`config.mk`:
```
export PLATFORM = sky130hd
export DESIGN_NAME = qdec_pos_counter
export DESIGN_NICKNAME = d
export VERILOG_FILES = /design/src/rtl/qdec_pkg.sv /design/src/rtl/qdec_filter.sv /design/src/rtl/qdec_step.sv /design/src/rtl/qdec_count.sv /design/src/rtl/qdec_pos_counter.sv
export SDC_FILE = /design/constraint.sdc
export NUM_CORES = 1
export LEC_CHECK = 0
export ABC_AREA = 1
export ABC_CLOCK_PERIOD_IN_PS = 9800
export BUFFER_PORTS_ARGS = -buffer_cell sky130_fd_sc_hd__buf_2
export CAP_MARGIN = 20
export CELL_PAD_IN_SITES_DETAIL_PLACEMENT = 1
export CELL_PAD_IN_SITES_GLOBAL_PLACEMENT = 1
export CORE_MARGIN = 2
export CORE_UTILIZATION = 32
export CTS_CLUSTER_DIAMETER = 40
export DETAILED_ROUTE_END_ITERATION = 16
export PLACE_DENSITY = 0.62
export SLEW_MARGIN = 20
export SYNTH_ARGS = -nofsm -noshare
export SYNTH_HDL_FRONTEND = slang
export SYNTH_SLANG_ARGS = --single-unit
```
`constraint.sdc`:
```
create_clock -name clk -period 9.8 [get_ports clk]
set_clock_uncertainty 0.05 [all_clocks]
set_input_delay 0.98 -clock clk [delete_from_list [all_inputs] [get_ports clk]]
set_output_delay 0.98 -clock clk [all_outputs]
set_load 0.01 [all_outputs]
```
`src/rtl/qdec_pkg.sv`:
```
package qdec_pkg;
  localparam int AW = 5;

  // register word addresses
  localparam logic [AW-1:0] A_CTL     = 5'd0;
  localparam logic [AW-1:0] A_CTL2    = 5'd1;
  localparam logic [AW-1:0] A_FLT     = 5'd2;
  localparam logic [AW-1:0] A_INIT_HI = 5'd3;
  localparam logic [AW-1:0] A_INIT_LO = 5'd4;
  localparam logic [AW-1:0] A_LIM_HI  = 5'd5;
  localparam logic [AW-1:0] A_LIM_LO  = 5'd6;
  localparam logic [AW-1:0] A_CMP_HI  = 5'd7;
  localparam logic [AW-1:0] A_CMP_LO  = 5'd8;
  localparam logic [AW-1:0] A_POS_HI  = 5'd9;
  localparam logic [AW-1:0] A_POS_LO  = 5'd10;
  localparam logic [AW-1:0] A_HPOS_HI = 5'd11;
  localparam logic [AW-1:0] A_HPOS_LO = 5'd12;
  localparam logic [AW-1:0] A_DIFF    = 5'd13;
  localparam logic [AW-1:0] A_HDIFF   = 5'd14;
  localparam logic [AW-1:0] A_REVS    = 5'd15;
  localparam logic [AW-1:0] A_HREVS   = 5'd16;

  // control word bit positions
  localparam int B_INV    = 0;
  localparam int B_SINGLE = 1;
  localparam int B_IXLD   = 2;
  localparam int B_IXFALL = 3;
  localparam int B_HMLD   = 4;
  localparam int B_HMFALL = 5;
  localparam int B_SWLD   = 6;
  localparam int B_IXIE   = 7;
  localparam int B_IXF    = 8;
  localparam int B_HMIE   = 9;
  localparam int B_HMF    = 10;
  localparam int B_CMPIE  = 11;
  localparam int B_CMPF   = 12;

  // control-2 word bit positions
  localparam int B_WRAP   = 0;
  localparam int B_ROIE   = 1;
  localparam int B_ROF    = 2;
  localparam int B_RUIE   = 3;
  localparam int B_RUF    = 4;

  // filtered input lane order
  localparam int L_A    = 0;
  localparam int L_B    = 1;
  localparam int L_IDX  = 2;
  localparam int L_HOME = 3;
  localparam int LANES  = 4;
endpackage

```
`src/rtl/qdec_filter.sv`:
```
module qdec_filter #(
  parameter int N      = 4,
  parameter int CNT_W  = 4,
  parameter int PER_W  = 8
) (
  input  logic             clk,
  input  logic             rst_n,
  input  logic [N-1:0]     raw,
  input  logic [CNT_W-1:0] need,
  input  logic [PER_W-1:0] period,
  output logic [N-1:0]     clean
);
  logic [N-1:0]     sync1_q, sync2_q;
  logic [PER_W-1:0] tick_cnt_q, tick_cnt_n;
  logic             tick;

  always_ff @(posedge clk or negedge rst_n) begin
    if (!rst_n) begin
      sync1_q <= '0;
      sync2_q <= '0;
    end else begin
      sync1_q <= raw;
      sync2_q <= sync1_q;
    end
  end

  assign tick = (tick_cnt_q >= period);

  always_comb begin
    tick_cnt_n = tick ? '0 : tick_cnt_q + PER_W'(1);
  end

  always_ff @(posedge clk or negedge rst_n) begin
    if (!rst_n) tick_cnt_q <= '0;
    else        tick_cnt_q <= tick_cnt_n;
  end

  for (genvar g = 0; g < N; g++) begin : g_lane
    logic [CNT_W-1:0] run_q, run_n;
    logic             out_q, out_n;

    always_comb begin
      run_n = run_q;
      out_n = out_q;
      if (tick) begin
        if (sync2_q[g] != out_q) begin
          if (run_q == need) begin
            out_n = sync2_q[g];
            run_n = '0;
          end else begin
            run_n = run_q + CNT_W'(1);
          end
        end else begin
          run_n = '0;
        end
      end
    end

    always_ff @(posedge clk or negedge rst_n) begin
      if (!rst_n) begin
        run_q <= '0;
        out_q <= 1'b0;
      end else begin
        run_q <= run_n;
        out_q <= out_n;
      end
    end

    assign clean[g] = out_q;
  end
endmodule

```
`src/rtl/qdec_step.sv`:
```
module qdec_step (
  input  logic clk,
  input  logic rst_n,
  input  logic a,
  input  logic b,
  input  logic single,
  input  logic invert,
  output logic up,
  output logic dn
);
  logic prev_a_q, prev_b_q;
  logic fwd, bwd, rise_a;

  always_ff @(posedge clk or negedge rst_n) begin
    if (!rst_n) begin
      prev_a_q <= 1'b0;
      prev_b_q <= 1'b0;
    end else begin
      prev_a_q <= a;
      prev_b_q <= b;
    end
  end

  assign rise_a = a & ~prev_a_q;

  always_comb begin
    if (single) begin
      fwd = rise_a & ~b;
      bwd = rise_a & b;
    end else begin
      // Gray order 00 -> 10 -> 11 -> 01 ; double changes match neither
      fwd = ({a, b} == {~prev_b_q, prev_a_q});
      bwd = ({a, b} == {prev_b_q, ~prev_a_q});
    end
    up = invert ? bwd : fwd;
    dn = invert ? fwd : bwd;
  end
endmodule

```
`src/rtl/qdec_count.sv`:
```
module qdec_count #(
  parameter int DW = 16
) (
  input  logic            clk,
  input  logic            rst_n,
  input  logic            up,
  input  logic            dn,
  input  logic            load,
  input  logic            wrap_en,
  input  logic            idx_evt,
  input  logic            snap,
  input  logic [2*DW-1:0] start_val,
  input  logic [2*DW-1:0] lim_val,
  output logic [2*DW-1:0] pos,
  output logic [DW-1:0]   diff,
  output logic [DW-1:0]   revs,
  output logic            ro_evt,
  output logic            ru_evt
);
  localparam int PW = 2 * DW;

  logic [PW-1:0] pos_q, pos_n;
  logic [DW-1:0] diff_q, diff_n, revs_q, revs_n, diff_base;
  logic          last_up_q, last_up_n, dir_up;

  always_comb begin
    pos_n  = pos_q;
    ro_evt = 1'b0;
    ru_evt = 1'b0;
    if (load) begin
      pos_n = start_val;
    end else if (up) begin
      if (wrap_en && pos_q == lim_val) begin
        pos_n  = start_val;
        ro_evt = 1'b1;
      end else begin
        pos_n  = pos_q + PW'(1);
        ro_evt = !wrap_en && (pos_q == '1);
      end
    end else if (dn) begin
      if (wrap_en && pos_q == start_val) begin
        pos_n  = lim_val;
        ru_evt = 1'b1;
      end else begin
        pos_n  = pos_q - PW'(1);
        ru_evt = !wrap_en && (pos_q == '0);
      end
    end

    diff_base = snap ? '0 : diff_q;
    if (!load && up)      diff_n = diff_base + DW'(1);
    else if (!load && dn) diff_n = diff_base - DW'(1);
    else                  diff_n = diff_base;

    last_up_n = up ? 1'b1 : (dn ? 1'b0 : last_up_q);
    dir_up    = last_up_n;
    if (idx_evt) revs_n = dir_up ? revs_q + DW'(1) : revs_q - DW'(1);
    else         revs_n = revs_q;
  end

  always_ff @(posedge clk or negedge rst_n) begin
    if (!rst_n) begin
      pos_q     <= '0;
      diff_q    <= '0;
      revs_q    <= '0;
      last_up_q <= 1'b1;
    end else begin
      pos_q     <= pos_n;
      diff_q    <= diff_n;
      revs_q    <= revs_n;
      last_up_q <= last_up_n;
    end
  end

  assign pos  = pos_q;
  assign diff = diff_q;
  assign revs = revs_q;
endmodule

```
`src/rtl/qdec_pos_counter.sv`:
```
module qdec_pos_counter
  import qdec_pkg::*;
#(
  parameter int DW     = 16,
  parameter int FCNT_W = 4,
  parameter int FPER_W = 8
) (
  input  logic          clk,
  input  logic          rst_n,
  input  logic [AW-1:0] reg_addr,
  input  logic          reg_wr,
  input  logic          reg_rd,
  input  logic [DW-1:0] reg_wdata,
  output logic [DW-1:0] reg_rdata,
  input  logic          ph_a,
  input  logic          ph_b,
  input  logic          idx_in,
  input  logic          home_in,
  output logic          irq
);
  localparam int PW = 2 * DW;

  // reset: asynchronous assert, synchronous release
  logic [1:0] rst_pipe_q;
  logic       rst_s;
  always_ff @(posedge clk or negedge rst_n) begin
    if (!rst_n) rst_pipe_q <= '0;
    else        rst_pipe_q <= {rst_pipe_q[0], 1'b1};
  end
  assign rst_s = rst_pipe_q[1];

  // write decodes
  logic wr_ctl, wr_ctl2, wr_flt, snap;
  assign wr_ctl  = reg_wr && (reg_addr == A_CTL);
  assign wr_ctl2 = reg_wr && (reg_addr == A_CTL2);
  assign wr_flt  = reg_wr && (reg_addr == A_FLT);
  assign snap    = reg_rd && (reg_addr == A_POS_HI);

  // configuration registers
  logic [5:0]        cfg_q;
  logic              ix_ie_q, hm_ie_q, cmp_ie_q, wrap_q, ro_ie_q, ru_ie_q;
  logic [FCNT_W-1:0] f_need_q;
  logic [FPER_W-1:0] f_per_q;
  logic [DW-1:0]     start_hi_q, start_lo_q, lim_hi_q, lim_lo_q, cmp_hi_q, cmp_lo_q;

  always_ff @(posedge clk or negedge rst_s) begin
    if (!rst_s) begin
      cfg_q <= '0; ix_ie_q <= 1'b0; hm_ie_q <= 1'b0; cmp_ie_q <= 1'b0;
      wrap_q <= 1'b0; ro_ie_q <= 1'b0; ru_ie_q <= 1'b0;
      f_need_q <= '0; f_per_q <= '0;
      start_hi_q <= '0; start_lo_q <= '0; lim_hi_q <= '0; lim_lo_q <= '0;
      cmp_hi_q <= '1; cmp_lo_q <= '1;
    end else begin
      if (wr_ctl) begin
        cfg_q    <= reg_wdata[5:0];
        ix_ie_q  <= reg_wdata[B_IXIE];
        hm_ie_q  <= reg_wdata[B_HMIE];
        cmp_ie_q <= reg_wdata[B_CMPIE];
      end
      if (wr_ctl2) begin
        wrap_q  <= reg_wdata[B_WRAP];
        ro_ie_q <= reg_wdata[B_ROIE];
        ru_ie_q <= reg_wdata[B_RUIE];
      end
      if (wr_flt) begin
        f_need_q <= reg_wdata[FCNT_W-1:0];
        f_per_q  <= reg_wdata[FCNT_W+FPER_W-1:FCNT_W];
      end
      if (reg_wr && reg_addr == A_INIT_HI) start_hi_q <= reg_wdata;
      if (reg_wr && reg_addr == A_INIT_LO) start_lo_q <= reg_wdata;
      if (reg_wr && reg_addr == A_LIM_HI)  lim_hi_q   <= reg_wdata;
      if (reg_wr && reg_addr == A_LIM_LO)  lim_lo_q   <= reg_wdata;
      if (reg_wr && reg_addr == A_CMP_HI)  cmp_hi_q   <= reg_wdata;
      if (reg_wr && reg_addr == A_CMP_LO)  cmp_lo_q   <= reg_wdata;
    end
  end

  logic [PW-1:0] start_val, lim_val, cmp_val;
  assign start_val = {start_hi_q, start_lo_q};
  assign lim_val   = {lim_hi_q, lim_lo_q};
  assign cmp_val   = {cmp_hi_q, cmp_lo_q};

  // input conditioning
  logic [LANES-1:0] clean;
  qdec_filter #(.N(LANES), .CNT_W(FCNT_W), .PER_W(FPER_W)) u_filter (
    .clk(clk), .rst_n(rst_s),
    .raw({home_in, idx_in, ph_b, ph_a}),
    .need(f_need_q), .period(f_per_q), .clean(clean)
  );

  // index / home edge events
  logic ix_d_q, hm_d_q, ix_evt, hm_evt;
  always_ff @(posedge clk or negedge rst_s) begin
    if (!rst_s) begin
      ix_d_q <= 1'b0;
      hm_d_q <= 1'b0;
    end else begin
      ix_d_q <= clean[L_IDX];
      hm_d_q <= clean[L_HOME];
    end
  end
  assign ix_evt = cfg_q[B_IXFALL] ? (ix_d_q & ~clean[L_IDX])  : (~ix_d_q & clean[L_IDX]);
  assign hm_evt = cfg_q[B_HMFALL] ? (hm_d_q & ~clean[L_HOME]) : (~hm_d_q & clean[L_HOME]);

  // step decode and counters
  logic step_up, step_dn, load;
  qdec_step u_step (
    .clk(clk), .rst_n(rst_s), .a(clean[L_A]), .b(clean[L_B]),
    .single(cfg_q[B_SINGLE]), .invert(cfg_q[B_INV]), .up(step_up), .dn(step_dn)
  );

  assign load = (wr_ctl && reg_wdata[B_SWLD]) || (ix_evt && cfg_q[B_IXLD]) ||
                (hm_evt && cfg_q[B_HMLD]);

  logic [PW-1:0] pos;
  logic [DW-1:0] diff, revs;
  logic          ro_evt, ru_evt;
  qdec_count #(.DW(DW)) u_count (
    .clk(clk), .rst_n(rst_s), .up(step_up), .dn(step_dn), .load(load),
    .wrap_en(wrap_q), .idx_evt(ix_evt), .snap(snap),
    .start_val(start_val), .lim_val(lim_val),
    .pos(pos), .diff(diff), .revs(revs), .ro_evt(ro_evt), .ru_evt(ru_evt)
  );

  // sticky flags, write-1-to-clear, set wins
  logic ix_f_q, hm_f_q, cmp_f_q, ro_f_q, ru_f_q;
  logic ix_f_n, hm_f_n, cmp_f_n, ro_f_n, ru_f_n;
  always_comb begin
    ix_f_n  = ix_evt         | (ix_f_q  & ~(wr_ctl  & reg_wdata[B_IXF]));
    hm_f_n  = hm_evt         | (hm_f_q  & ~(wr_ctl  & reg_wdata[B_HMF]));
    cmp_f_n = (pos == cmp_val) | (cmp_f_q & ~(wr_ctl  & reg_wdata[B_CMPF]));
    ro_f_n  = ro_evt         | (ro_f_q  & ~(wr_ctl2 & reg_wdata[B_ROF]));
    ru_f_n  = ru_evt         | (ru_f_q  & ~(wr_ctl2 & reg_wdata[B_RUF]));
  end

  always_ff @(posedge clk or negedge rst_s) begin
    if (!rst_s) begin
      ix_f_q <= 1'b0; hm_f_q <= 1'b0; cmp_f_q <= 1'b0; ro_f_q <= 1'b0; ru_f_q <= 1'b0;
    end else begin
      ix_f_q <= ix_f_n; hm_f_q <= hm_f_n; cmp_f_q <= cmp_f_n; ro_f_q <= ro_f_n; ru_f_q <= ru_f_n;
    end
  end

  assign irq = (ix_f_q & ix_ie_q) | (hm_f_q & hm_ie_q) | (cmp_f_q & cmp_ie_q) |
               (ro_f_q & ro_ie_q) | (ru_f_q & ru_ie_q);

  // snapshot holds
  logic [DW-1:0] h_pos_hi_q, h_pos_lo_q, h_diff_q, h_revs_q;
  always_ff @(posedge clk or negedge rst_s) begin
    if (!rst_s) begin
      h_pos_hi_q <= '0; h_pos_lo_q <= '0; h_diff_q <= '0; h_revs_q <= '0;
    end else if (snap) begin
      h_pos_hi_q <= pos[PW-1:DW];
      h_pos_lo_q <= pos[DW-1:0];
      h_diff_q   <= diff;
      h_revs_q   <= revs;
    end
  end

  // read mux
  always_comb begin
    reg_rdata = '0;
    case (reg_addr)
      A_CTL: begin
        reg_rdata[5:0]     = cfg_q;
        reg_rdata[B_IXIE]  = ix_ie_q;
        reg_rdata[B_IXF]   = ix_f_q;
        reg_rdata[B_HMIE]  = hm_ie_q;
        reg_rdata[B_HMF]   = hm_f_q;
        reg_rdata[B_CMPIE] = cmp_ie_q;
        reg_rdata[B_CMPF]  = cmp_f_q;
      end
      A_CTL2: begin
        reg_rdata[B_WRAP] = wrap_q;
        reg_rdata[B_ROIE] = ro_ie_q;
        reg_rdata[B_ROF]  = ro_f_q;
        reg_rdata[B_RUIE] = ru_ie_q;
        reg_rdata[B_RUF]  = ru_f_q;
      end
      A_FLT:     reg_rdata[FCNT_W+FPER_W-1:0] = {f_per_q, f_need_q};
      A_INIT_HI: reg_rdata = start_hi_q;
      A_INIT_LO: reg_rdata = start_lo_q;
      A_LIM_HI:  reg_rdata = lim_hi_q;
      A_LIM_LO:  reg_rdata = lim_lo_q;
      A_CMP_HI:  reg_rdata = cmp_hi_q;
      A_CMP_LO:  reg_rdata = cmp_lo_q;
      A_POS_HI:  reg_rdata = pos[PW-1:DW];
      A_POS_LO:  reg_rdata = pos[DW-1:0];
      A_HPOS_HI: reg_rdata = h_pos_hi_q;
      A_HPOS_LO: reg_rdata = h_pos_lo_q;
      A_DIFF:    reg_rdata = diff;
      A_HDIFF:   reg_rdata = h_diff_q;
      A_REVS:    reg_rdata = revs;
      A_HREVS:   reg_rdata = h_revs_q;
      default:   reg_rdata = '0;
    endcase
  end
endmodule

```
==> flow_summary_export.csv <==
group,metric,value,unit
clocking,ctsHoldBuffers,0,
drt,ant_nets,0,
global_routing,grt_pass1_wl,147100,µm
worst_setup_path,worst-endpoint-arrival,3950,ps
placed_design,place_hpwl,74400,µm
clocking,path_clk_slew,40,ps
synthesis,synthFlopType,"dfrtp_1",
clocking,htree_levels,3,
finish,largest_reg_flops,32,
floorplanning,num_rows,90,
synthesis,synth_edf_count,0,
placed_design,place_congestion,0.9988,
timing,final-hold-violation-count,0,
status,status,"finished clean",
global_routing,grt_max_degree,173,
global_routing,antenna_found_initial,8,
drt,drcViolationCount,0,
global_routing,grt_use_total,32.05,%
worst_setup_path,worst_ep_required_time,8770,ps
floorplanning,ios,46,
finish,syn_to_final_growth,17.49,%
timing,setup_viol,0,
timing,maxSlewViolCount,0,
hold_path,hold_path.class,"in2async",
floorplanning,die_w,251.3,µm
drt,drt-total-wl,101400,µm
finish,stdcell_count,3609,
clocking,clock-sinks,296,
synthesis,synthCells,2743,
finish,final_common_cell,"nand2_1",
global_routing,grt_overflow,0,
worst_setup_path,cp-start-kind,"primary input",
synthesis,syn_nets,2791,
run,maxCapViolCount,0,
finish,drive_above_1_share,11.92,%
worst_setup_path,r2r_slack,5850,ps
floorplanning,dieArea,63130,µm²
synthesis,synth_warnings,0,
clocking,cts_setup_buffers,0,
timing,max_slew_margin,26.01,%
finish,nNetsFinal,2818,
synthesis,synth_area_per_cell,7.133,µm²
clocking,insertion_delay,640,ps
timing,tns,0,ps
clocking,cts_max_path_buffers,3,
timing,fmax,200.7,MHz
placed_design,io_buffers,45,
placed_design,dp_slack,4999,ps
clocking,cts_inserted_buffers,69,
drt,drtIter0Drc,1987,
drt,dr.pass1.iters,5,
synthesis,syn_area,19570,µm²
worst_setup_path,ff2ff_path_depth,13,
clocking,cts_tree,"done",
synthesis,synth-async-reset-ratio,100.0,%
synthesis,synth-seq-cells,296,
worst_setup_path,timing_worst_setup_path_type,"in2out",
power_and_ir_drop,power_leakage,10.67,nW
timing,final.period_utilization,50.85,%
power_and_ir_drop,peakVddDrop,0.0001772,V
synthesis,synth-seq-area-share,38.07,%
worst_setup_path,rr_endpoint,"u_count.pos[21]",
clocking,root_buffer,"clkbuf_16",
floorplanning,die_h,251.3,µm
worst_setup_path,cp_max_fo,11,
timing,worst_slack,4816,ps
worst_setup_path,end_kind,"output port",
floorplanning,coreArea,60360,µm²
timing,rsz0062_at_grt,"no",
global_routing,grt_pass1_vias,20730,
power_and_ir_drop,pwr_density_cell,360.3,nW/µm²
timing,finalWorstPathRequiredPeriod,4984,ps
floorplanning,start_util,32.42,%
synthesis,synth_cell_type_count,60,
drt,viasPerCell,5.698,
drt,vias,20570,
timing,tightestPinTransition,1106,ps
drt,routedWlPerCell,28.10,µm
clocking,post_cts_resized,0,
worst_setup_path,reg2reg_from,"u_count.pos[29]",
placed_design,dp_cells,3481,
finish,final_cell_mix,"nand2_1 (750), o21ai_0 (286), inv_1 (283)",
metal layers:
layer / up-vias / global-route usage (%) / part of all wire, %
li1: 9130 / - / -
met1: 10280 / 42.40 / 43
met2: 865 / 49.37 / 44
met3: 280 / 6.088 / 7.1
met4: 8 / 17.53 / 6.2
met5: - / 0 / 0.057
synth_stat cells (all sizes together) (6+ instances only):
| cell | number | area [µm²] |
|---|---|---|
| nand2 | 770 | 2972 |
| inv | 313 | 1177 |
| o21ai | 304 | 1536 |
| dfrtp | 263 | 6581 |
| nor2 | 233 | 934.6 |
| nand3 | 185 | 978.4 |
| xor2 | 102 | 893.4 |
| clkbuf | 67 | 251.5 |
| buf | 61 | 366.6 |
| nand4 | 48 | 300.3 |
| nor3 | 47 | 280.3 |
| o22ai | 46 | 287.8 |
| a221oi | 35 | 306.5 |
| nor4 | 34 | 212.7 |
| a21oi | 33 | 165.2 |
| dfstp | 33 | 867.1 |
| xnor2 | 30 | 262.8 |
| ha | 19 | 237.7 |
| o2111ai | 18 | 157.7 |
| nand3b | 15 | 116.4 |
| o41ai | 11 | 96.34 |
| a2111oi | 8 | 70.07 |
| o211ai | 8 | 60.06 |
| a211oi | 6 | 45.04 |
| and3 | 6 | 37.54 |
| mux2 | 6 | 67.56 |
critical path: stages:
cell      delay (ps)
buf_2            130
nor2_1           130
inv_2            100
nor2_1           710
inv_1            580
o22ai_1          630
a221oi_1         250
nand4_1          250
buf_2            160
area by class of cell:
type,instances,area [µm²]
repair buffers,84,538.0
multi-input cells,2004,10340
clock inverters,37,578.1
diodes,1,2.502
inverters,315,1185
clock buffers,90,1916
well taps,782,978.4
flip-flops and latches,296,7452
fillers,7489,37370
worst max-delay path by stage:
| stage | startpoint | endpoint | slack [ps] | cells past startpoint |
|---|---|---|---|---|
| finish | reg_addr[3] | reg_rdata[10] | 4820 | 9 |
| global route | reg_addr[1] | reg_rdata[10] | 4880 | 10 |
| CTS | reg_addr[0] | reg_rdata[10] | 5000 | 10 |
| detailed placement | reg_addr[0] | reg_rdata[10] | 5000 | 10 |
| global placement | reg_addr[3] | reg_rdata[10] | 5050 | 9 |
| floorplan | rst_pipe_q[1] | cfg_q[0] | 950 | 0 |
stage by stage:
step	utilization [%]	total power, W	hold WS [ps]	area [µm²]
2_1_floorplan	-	0.004383	281.2	19570
3_3_place_gp	33.91	0.005660	287.4	20470
3_5_place_dp	33.93	0.005741	286.2	20480
4_1_cts	38.07	0.008244	44.75	22980
5_1_grt	38.08	0.008761	53.21	22980
6_report	38.08	0.008282	69.62	22990
report_power, final:
| part | internal (W) | total, W | switching [W] |
|---|---|---|---|
| sequential | 0.00160 | 0.00221 | 0.000612 |
| combinational | 0.00108 | 0.00361 | 0.00254 |
| clock | 0.00159 | 0.00246 | 0.000869 |
logic make-up (layout without fill, tap and decap cells):
| family | after synthesis | in the layout | share of synthesized area, % |
|---|---|---|---|
| compound gates | 491 | 491 | 14.78 |
| other cells | 1 | 2 | 0.01917 |
| simple gates | 1355 | 1355 | 30.45 |
| fa+ha+maj | 19 | 19 | 1.215 |
| buf+inv | 443 | 526 | 9.215 |
| mux | 6 | 6 | 0.3453 |
| xor+xnor | 132 | 132 | 5.909 |
| flops | 296 | 296 | 38.07 |
(Power assumes the default switching activity.)
